$ cat config.mk
export PLATFORM = sky130hd
export DESIGN_NAME = strip_cluster_filter
export DESIGN_NICKNAME = d
export VERILOG_FILES = /design/src/rtl/scw_pkg.sv /design/src/rtl/scw_layer_split.sv /design/src/rtl/scw_cluster_finder.sv /design/src/rtl/scw_out_stage.sv /design/src/rtl/strip_cluster_filter.sv
export SDC_FILE = /design/constraint.sdc
export NUM_CORES = 2
export LEC_CHECK = 0
export ABC_AREA = 1
export CORE_AREA = 10 10 392 394
export CTS_CLUSTER_DIAMETER = 120
export DETAILED_ROUTE_END_ITERATION = 8
export DIE_AREA = 0 0 402 404
export DONT_BUFFER_PORTS = 1
export PLACE_DENSITY = 0.36
export SLEW_MARGIN = 20
export SYNTH_ARGS = -nofsm -noshare
export SYNTH_HDL_FRONTEND = slang
export SYNTH_SLANG_ARGS = --single-unit
$ cat constraint.sdc
create_clock -name clk -period 2.3 [get_ports clk]
set_clock_uncertainty 0.1 [all_clocks]
set_input_delay 0.575 -clock clk [delete_from_list [all_inputs] [get_ports clk]]
set_output_delay 0.575 -clock clk [all_outputs]
set_load 0.02 [all_outputs]
$ cat src/rtl/scw_pkg.sv
package scw_pkg;
  // strips per layer taken from each neighbouring chip
  localparam int unsigned NBR_DEPTH = 2;
  // widest cluster that is still accepted
  localparam int unsigned MAX_WIDTH = 3;
endpackage

$ cat src/rtl/scw_layer_split.sv
module scw_layer_split
  import scw_pkg::*;
#(
  parameter int unsigned N_STRIP = 127
) (
  input  logic [2*N_STRIP-1:0]           hit_in,
  input  logic [2*N_STRIP-1:0]           mask_in,
  input  logic [2*NBR_DEPTH-1:0]         nbr_lo,
  input  logic [2*NBR_DEPTH-1:0]         nbr_hi,
  output logic [N_STRIP+2*NBR_DEPTH-1:0] ext_a,
  output logic [N_STRIP+2*NBR_DEPTH-1:0] ext_b,
  output logic                           any_hit
);
  localparam int unsigned NCH = 2 * N_STRIP;

  logic [NCH-1:0] live;

  assign live    = hit_in & ~mask_in;
  assign any_hit = |live;

  // extended index i stands for strip i - NBR_DEPTH
  for (genvar k = 0; k < N_STRIP; k++) begin : g_own
    assign ext_a[k+NBR_DEPTH] = live[2*k];
    assign ext_b[k+NBR_DEPTH] = live[2*k+1];
  end

  for (genvar j = 0; j < NBR_DEPTH; j++) begin : g_nbr
    assign ext_a[NBR_DEPTH-1-j]         = nbr_lo[2*j];
    assign ext_b[NBR_DEPTH-1-j]         = nbr_lo[2*j+1];
    assign ext_a[N_STRIP+NBR_DEPTH+j]   = nbr_hi[2*j];
    assign ext_b[N_STRIP+NBR_DEPTH+j]   = nbr_hi[2*j+1];
  end
endmodule

$ cat src/rtl/scw_cluster_finder.sv
module scw_cluster_finder
  import scw_pkg::*;
#(
  parameter int unsigned N_STRIP = 127
) (
  input  logic [N_STRIP+2*NBR_DEPTH-1:0] ext,
  output logic [2*N_STRIP-1:0]           ctr
);
  localparam int unsigned NPOS = 2 * N_STRIP;

  // Each centre position p has a fixed set of strip windows that can
  // produce it: odd p from a pair, even p from a single or a triple.
  for (genvar p = 0; p < NPOS; p++) begin : g_pos
    if (p % 2 == 1) begin : g_pair
      localparam int unsigned S = (p - 1) / 2 + NBR_DEPTH;
      assign ctr[p] = ext[S] & ext[S+1] & ~ext[S-1] & ~ext[S+2];
    end else begin : g_odd_width
      localparam int unsigned K = p / 2 + NBR_DEPTH;
      logic single_hit;
      logic triple_hit;
      assign single_hit = ext[K] & ~ext[K-1] & ~ext[K+1];
      if (MAX_WIDTH >= 3) begin : g_tri
        assign triple_hit = ext[K-1] & ext[K] & ext[K+1]
                          & ~ext[K-2] & ~ext[K+2];
      end else begin : g_no_tri
        assign triple_hit = 1'b0;
      end
      assign ctr[p] = single_hit | triple_hit;
    end
  end
endmodule

$ cat src/rtl/scw_out_stage.sv
module scw_out_stage #(
  parameter int unsigned W = 8
) (
  input  logic         clk,
  input  logic         rst_n,
  input  logic         in_valid,
  output logic         in_ready,
  input  logic [W-1:0] in_data,
  output logic         out_valid,
  input  logic         out_ready,
  output logic [W-1:0] out_data
);
  assign in_ready = ~out_valid | out_ready;

  always_ff @(posedge clk) begin
    if (!rst_n) begin
      out_valid <= 1'b0;
      out_data  <= '0;
    end else if (in_ready) begin
      out_valid <= in_valid;
      if (in_valid) out_data <= in_data;
    end
  end
endmodule

$ cat src/rtl/strip_cluster_filter.sv
module strip_cluster_filter
  import scw_pkg::*;
#(
  parameter int unsigned N_STRIP = 127
) (
  input  logic                   clk,
  input  logic                   rst_n,
  input  logic                   in_valid,
  output logic                   in_ready,
  input  logic [2*N_STRIP-1:0]   hit_in,
  input  logic [2*N_STRIP-1:0]   mask_in,
  input  logic [2*NBR_DEPTH-1:0] nbr_lo,
  input  logic [2*NBR_DEPTH-1:0] nbr_hi,
  output logic                   out_valid,
  input  logic                   out_ready,
  output logic [2*N_STRIP-1:0]   ctr_a,
  output logic [2*N_STRIP-1:0]   ctr_b,
  output logic                   any_hit
);
  localparam int unsigned NPOS  = 2 * N_STRIP;
  localparam int unsigned NEXT  = N_STRIP + 2 * NBR_DEPTH;
  localparam int unsigned PAY_W = 2 * NPOS + 1;

  logic [NEXT-1:0]  ext_a, ext_b;
  logic [NPOS-1:0]  cen_a, cen_b;
  logic             any_c;
  logic [PAY_W-1:0] pay_in, pay_out;

  scw_layer_split #(.N_STRIP(N_STRIP)) split_i (
    .hit_in (hit_in),
    .mask_in(mask_in),
    .nbr_lo (nbr_lo),
    .nbr_hi (nbr_hi),
    .ext_a  (ext_a),
    .ext_b  (ext_b),
    .any_hit(any_c)
  );

  scw_cluster_finder #(.N_STRIP(N_STRIP)) find_a_i (.ext(ext_a), .ctr(cen_a));
  scw_cluster_finder #(.N_STRIP(N_STRIP)) find_b_i (.ext(ext_b), .ctr(cen_b));

  assign pay_in = {any_c, cen_b, cen_a};

  scw_out_stage #(.W(PAY_W)) out_i (
    .clk      (clk),
    .rst_n    (rst_n),
    .in_valid (in_valid),
    .in_ready (in_ready),
    .in_data  (pay_in),
    .out_valid(out_valid),
    .out_ready(out_ready),
    .out_data (pay_out)
  );

  assign ctr_a   = pay_out[NPOS-1:0];
  assign ctr_b   = pay_out[2*NPOS-1:NPOS];
  assign any_hit = pay_out[PAY_W-1];
endmodule

# --- Yosys cells after proc, flatten, opt, wreduce, memory -nomap -nowiden ---
# Index checks and enable logic that the tools add are counted.
totals:
  regBits: 510
  in_bits: 520
  output_inout_bits: 511
  wordCells: 2558
classes:
  bitwise: 2554
  n_reduce_logical: 2
op_table:
  columns: ["op", "count"]
  rows:
  - ["1-bit AND", 2034]
  - ["1-bit inverter", 263]
  - ["1-bit OR", 255]
  - ["254-bit AND", 1]
  - ["254-bit inverter", 1]
  - ["254-bit OR reduction", 1]
  - ["2-bit AND reduction", 1]

# --- Depth between registers and ports, before layout ---
depth:
  depth_word: 7
  ltp_mapped: 12
  ltp_nobuf: 12

# --- Hierarchy ---
# A second synthesis with hierarchy kept.
unflattened:
  hier_cells: 6559
  hier_area_um2: 35929.5
modules_own_cells:
  columns: ["module", "n_inst", "cells_each", "area_each_um2", "seq_area_each_um2"]
  rows:
  - ["scw_out_stage", 1, 3342, 22725.5, 10209.8]
  - ["scw_cluster_finder", 2, 1123, 4678.2, 0.0]
  - ["scw_layer_split", 1, 971, 3847.4, 0.0]

# --- Worst setup path before layout ---
# OpenSTA, ideal clock, no wires.
synth_path:
  kind: "input to register"
  from: "in out_ready"
  to: "reg out_i.out_data[6]"
  setup_time_ns: 0.132
  arrival_ns: 1.532
  required_ns: 2.068
  slack_ns: 0.536
  stages: 8
  n_path_buf: 2
  cell_sequence: "inv_1 -> nand2_2 -> nand2_2 -> buf_6 -> buf_2 -> nor2_1 -> a32oi_1 -> a21oi_1"
synth_via:
  elab_chain_cells: 2
synth_rtl:
  columns: ["item", "line_no", "text"]
  rows:
  - ["from (decl)", "strip_cluster_filter.sv:15", "input logic out_ready,"]
  - ["1-bit OR", "scw_out_stage.sv:13", "assign in_ready = ~out_valid | out_ready;"]
  - ["named net in_ready", "strip_cluster_filter.sv:9", "output logic in_ready,"]
  - ["2-bit AND reduction (no line)", null, null]
  - ["to (signal assigned)", "scw_out_stage.sv:21", "if (in_valid) out_data <= in_data;"]
  - ["to (decl)", "scw_out_stage.sv:11", "output logic [W-1:0] out_data"]
# The timed path passes the listed nets, and every way through them passes these cells.
# A chain may end at the register's enable or synchronous reset.

# --- Worst setup path after layout ---
layout_path:
  from: "reg out_i.out_valid"
  to: "out in_ready"
layout_via:
  elab_chain_cells: 2
layout_rtl:
  columns: ["item", "line_no", "text"]
  rows:
  - ["from (decl)", "scw_out_stage.sv:9", "output logic out_valid,"]
  - ["from (signal assigned)", "scw_out_stage.sv:20", "out_valid <= in_valid;"]
  - ["1-bit inverter", "scw_out_stage.sv:13", null]
  - ["1-bit OR", "scw_out_stage.sv:13", null]
  - ["to (decl)", "strip_cluster_filter.sv:9", null]
# Every way passes these cells.

==> out/metrics.csv <==
stage,metric,value,unit
floorplanning,Die ar.,162000,um^2
logic_synthesis,ranking of synthesized cells by area,"sky130_fd_sc_hd__dfxtp_1, sky130_fd_sc_hd__nand2_1, sky130_fd_sc_hd__inv_1, sky130_fd_sc_hd__a21oi_1, sky130_fd_sc_hd__nor2_1",
sta,RSZ-0062 raised after global routing,false,
finish,Final Net Count,4613,
global_route,largest net degree at the start of global routing,88,
finish,final-layout fill cell count,16600,
sta,Final Hold Slack,0.0765,ns
clock_network,H-Tree Level Count,3,
clock_network,clk_lat worst skew,0.62,ns
logic_synthesis,syn_nets,4422,
critical_path,Required @ worst endpoint,1.62,ns
logic_synthesis,"top cells by count, synth","sky130_fd_sc_hd__nand2_1, sky130_fd_sc_hd__inv_1, sky130_fd_sc_hd__dfxtp_1",
power,Pwr Density,746,nW/um^2
critical_path,arrival time at the worst endpoint,1.39,ns
global_route,sum of overflow across all layers after global routing,0,
place,last weighted congestion value of the routability-driven placer,0.879,
hold_path,kind of path behind the tightest hold check,primary input to register,
hold_path,Min-Delay Startpoint,hit_in[250],
route,DRC Markers,0,
sta,Final period util,89.6,%
route,drt pass-1 iters,7,
run_status,status,completed,
logic_synthesis,Yosys top cell by area,sky130_fd_sc_hd__dfxtp_1,
finish,final core utilization,22.0,%
finish,register area,10200,um^2
place,IO Port Bufs,0,
power,cell leakage power,13.6,nW
route,detailed router's first-iteration violation count,1811,
logic_synthesis,number of distinct library cell variants in the gate-level netlist after synthesis,25,
global_route,number of antenna violations at the first check in global routing,47,
sta,Final setup violation count,0,
global_route,first-pass GRT wire length,200,mm
route,average routed wire per standard cell,23.7,um
logic_synthesis,post-synth design cell area,25500,um^2
sta,transition time of the tightest slew-check pin,0.627,ns
critical_path,Setup crit start kind,register,
power,Max rail drop VDD,0.482,mV
logic_synthesis,Synth Register Bits,510,
global_route,number of global-route vias before repair,26400,
place,detailed placer's ending HPWL,119,mm
sta,min Tclk post-route,2.06,ns
clock_network,maximum root-to-sink buffer count,3,
clock_network,Worst-path clk slew,0.06,ns
floorplanning,number of placed I/O pins,1031,
sta,final count of pins violating max slew,0,
floorplanning,Die Span X,402,um
finish,post-route cell area,32000,um^2
logic_synthesis,Syn Inst Count,3902,
route,vias per std cell,4.46,
critical_path,cell depth of the worst flop-to-flop path,10,
place,placed instance area,29400,um^2
sta,achievable frequency,485,MHz
floorplanning,Initial Util,17.5,%
hold_path,worst hold path depth,3,
logic_synthesis,yosys synthesis warning count,0,
sta,Max transition margin,58.2,%
critical_path,R2R Path Start,out_i.out_valid$_SDFFE_PN0N_,
route,wire length reported by the detailed router,144,mm
logic_synthesis,share of synthesized area occupied by flip-flops and latches,40.1,%
logic_synthesis,top-count cell post-synth,sky130_fd_sc_hd__nand2_1,
critical_path,category of the most critical setup path,register to output pin,
hold_path,endpoint with the worst hold slack,out_i.out_data[247]$_SDFFE_PN0P_,
logic_synthesis,number of synthesized flops with an enable pin,0,
route,detailed-route via count,27100,
clock_network,number of buffers added for setup after CTS,0,
logic_synthesis,top flip-flop cell by instance count after synthesis,sky130_fd_sc_hd__dfxtp_1,
critical_path,critical register-to-register path endpoint,out_i.out_data[508]$_SDFFE_PN0P_,
sta,final hold viol count,0,
clock_network,CTS Buf Count,68,
floorplanning,area of the core,145000,um^2
critical_path,CP max FO,3,
critical_path,reg-to-reg setup timing slack,0.26,ns
floorplanning,die extent in y,404,um
finish,area growth from synthesis to final layout,25.4,%
job,count of max-cap constraint violations,0,
finish,layout cells sized above 1,9.74,%
floorplanning,number of cell rows,140,
finish,area of the multi-input gates,12500,um^2
clock_network,number of clock sinks,510,
clock_network,clock tree from TritonCTS,yes,
global_route,global-route total usage across every layer,16.7,%
route,ANT nets after route,0,
clock_network,clock tree root buffer cell,sky130_fd_sc_hd__clkbuf_16,
critical_path,type of destination of the critical path,output pin,
logic_synthesis,syn_area_per_cell,6.53,um^2
logic_synthesis,area share of the leading cell type in the synthesized netlist,40.1,%
logic_synthesis,proportion of synthesized flip-flops having asynchronous set or reset,0,%
[area by class of cell]
class,count,share of cell area (%)
Antenna cell,10,0.0783
Tap cell,1917,7.51
Clock buffer,101,6.41
Multi-Input combinational cell,2707,39.1
Inverter,531,6.26
Timing Repair Buffer,275,7.62
Clock inverter,24,1.05
Sequential cell,510,32.0
[layer usage]
metal  GRT usage (%)  vias to the layer above  routed length [um]
li1                -                    13300                   -
met1            19.5                    12700               58000
met2            28.4                      957               68400
met3            7.29                      166               14900
met4            3.30                       24                2750
met5               0                        -                 159
[through the flow]
| step | setup slack (ns) | power (mW) | TNS, ns | instances |
|---|---|---|---|---|
| floorplan | 0.536 | 11.4 | 0 | 3902 |
| global placement | -0.576 | 12.7 | -0.576 | 5929 |
| detailed placement | -0.548 | 12.6 | -0.548 | 5929 |
| CTS | 0.135 | 24.3 | 0 | 6065 |
| global route | 0.0780 | 24.9 | 0 | 6069 |
| finish | 0.240 | 23.8 | 0 | 6075 |
[worst max-delay path, stage by stage, from the launching register on]
cell and delay, ns:
sky130_fd_sc_hd__dfxtp_1 0.41, sky130_fd_sc_hd__nand2_2 0.13, sky130_fd_sc_hd__buf_4 0.21
[cells in the final DEF, fill, tap and decap left out, drive strengths merged, types with 4 or more instances in the layout]
cell,instances
inv,529
a32oi,55
o21ai,58
diode,10
bufinv,5
clkinv,17
nor2,427
nor3,180
nand3,152
a31oi,125
dlygate4sd3,10
dfxtp,510
nand2,1117
clkbuf,101
nor4,4
a22oi,58
a221oi,16
buf,265
a21oi,376
nand4,137
clkinvlp,4
[worst max-delay path by stage]
stage | startpoint | endpoint | slack [ns]
2_1_floorplan | out_ready | out_i.out_data[6]$_SDFFE_PN0P_ | 0.54
3_3_place_gp | mask_in[245] | out_i.out_data[508]$_SDFFE_PN0P_ | -0.58
3_5_place_dp | out_ready | out_i.out_data[508]$_SDFFE_PN0P_ | -0.55
4_1_cts | out_i.out_valid$_SDFFE_PN0N_ | out_i.out_data[508]$_SDFFE_PN0P_ | 0.13
5_1_grt | out_i.out_valid$_SDFFE_PN0N_ | out_i.out_data[508]$_SDFFE_PN0P_ | 0.08
6_report | out_i.out_valid$_SDFFE_PN0N_ | in_ready | 0.24
[registers in the layout (all words and copies together) (netlist names)]
signal           flops
out_i.out_valid      1
out_i.out_data     509
[power breakdown]
part	total, mW	internal [mW]	leakage, nW	switching [mW]
registers	9.64	9.07	4.13	0.579
logic	2.83	0.898	8.26	1.93
clock network	11.4	6.80	1.16	4.57
[cells by family after synthesis]
logic type,Yosys count,synth area share (%)
AND/OR/NAND/NOR,2017,33.1
buffers and inverters,685,11.0
AO/OA/AOI/OAI,690,15.8
flip-flops,510,40.1
[timing repair]
action                                  in CTS  in global routing
endpoints found under the hold margin       63                  0
hold buffers                                11                  0
endpoints found under the setup margin       1                  0
resized for setup                            2                  0
Note: power is estimated with default switching activity, not from simulation.
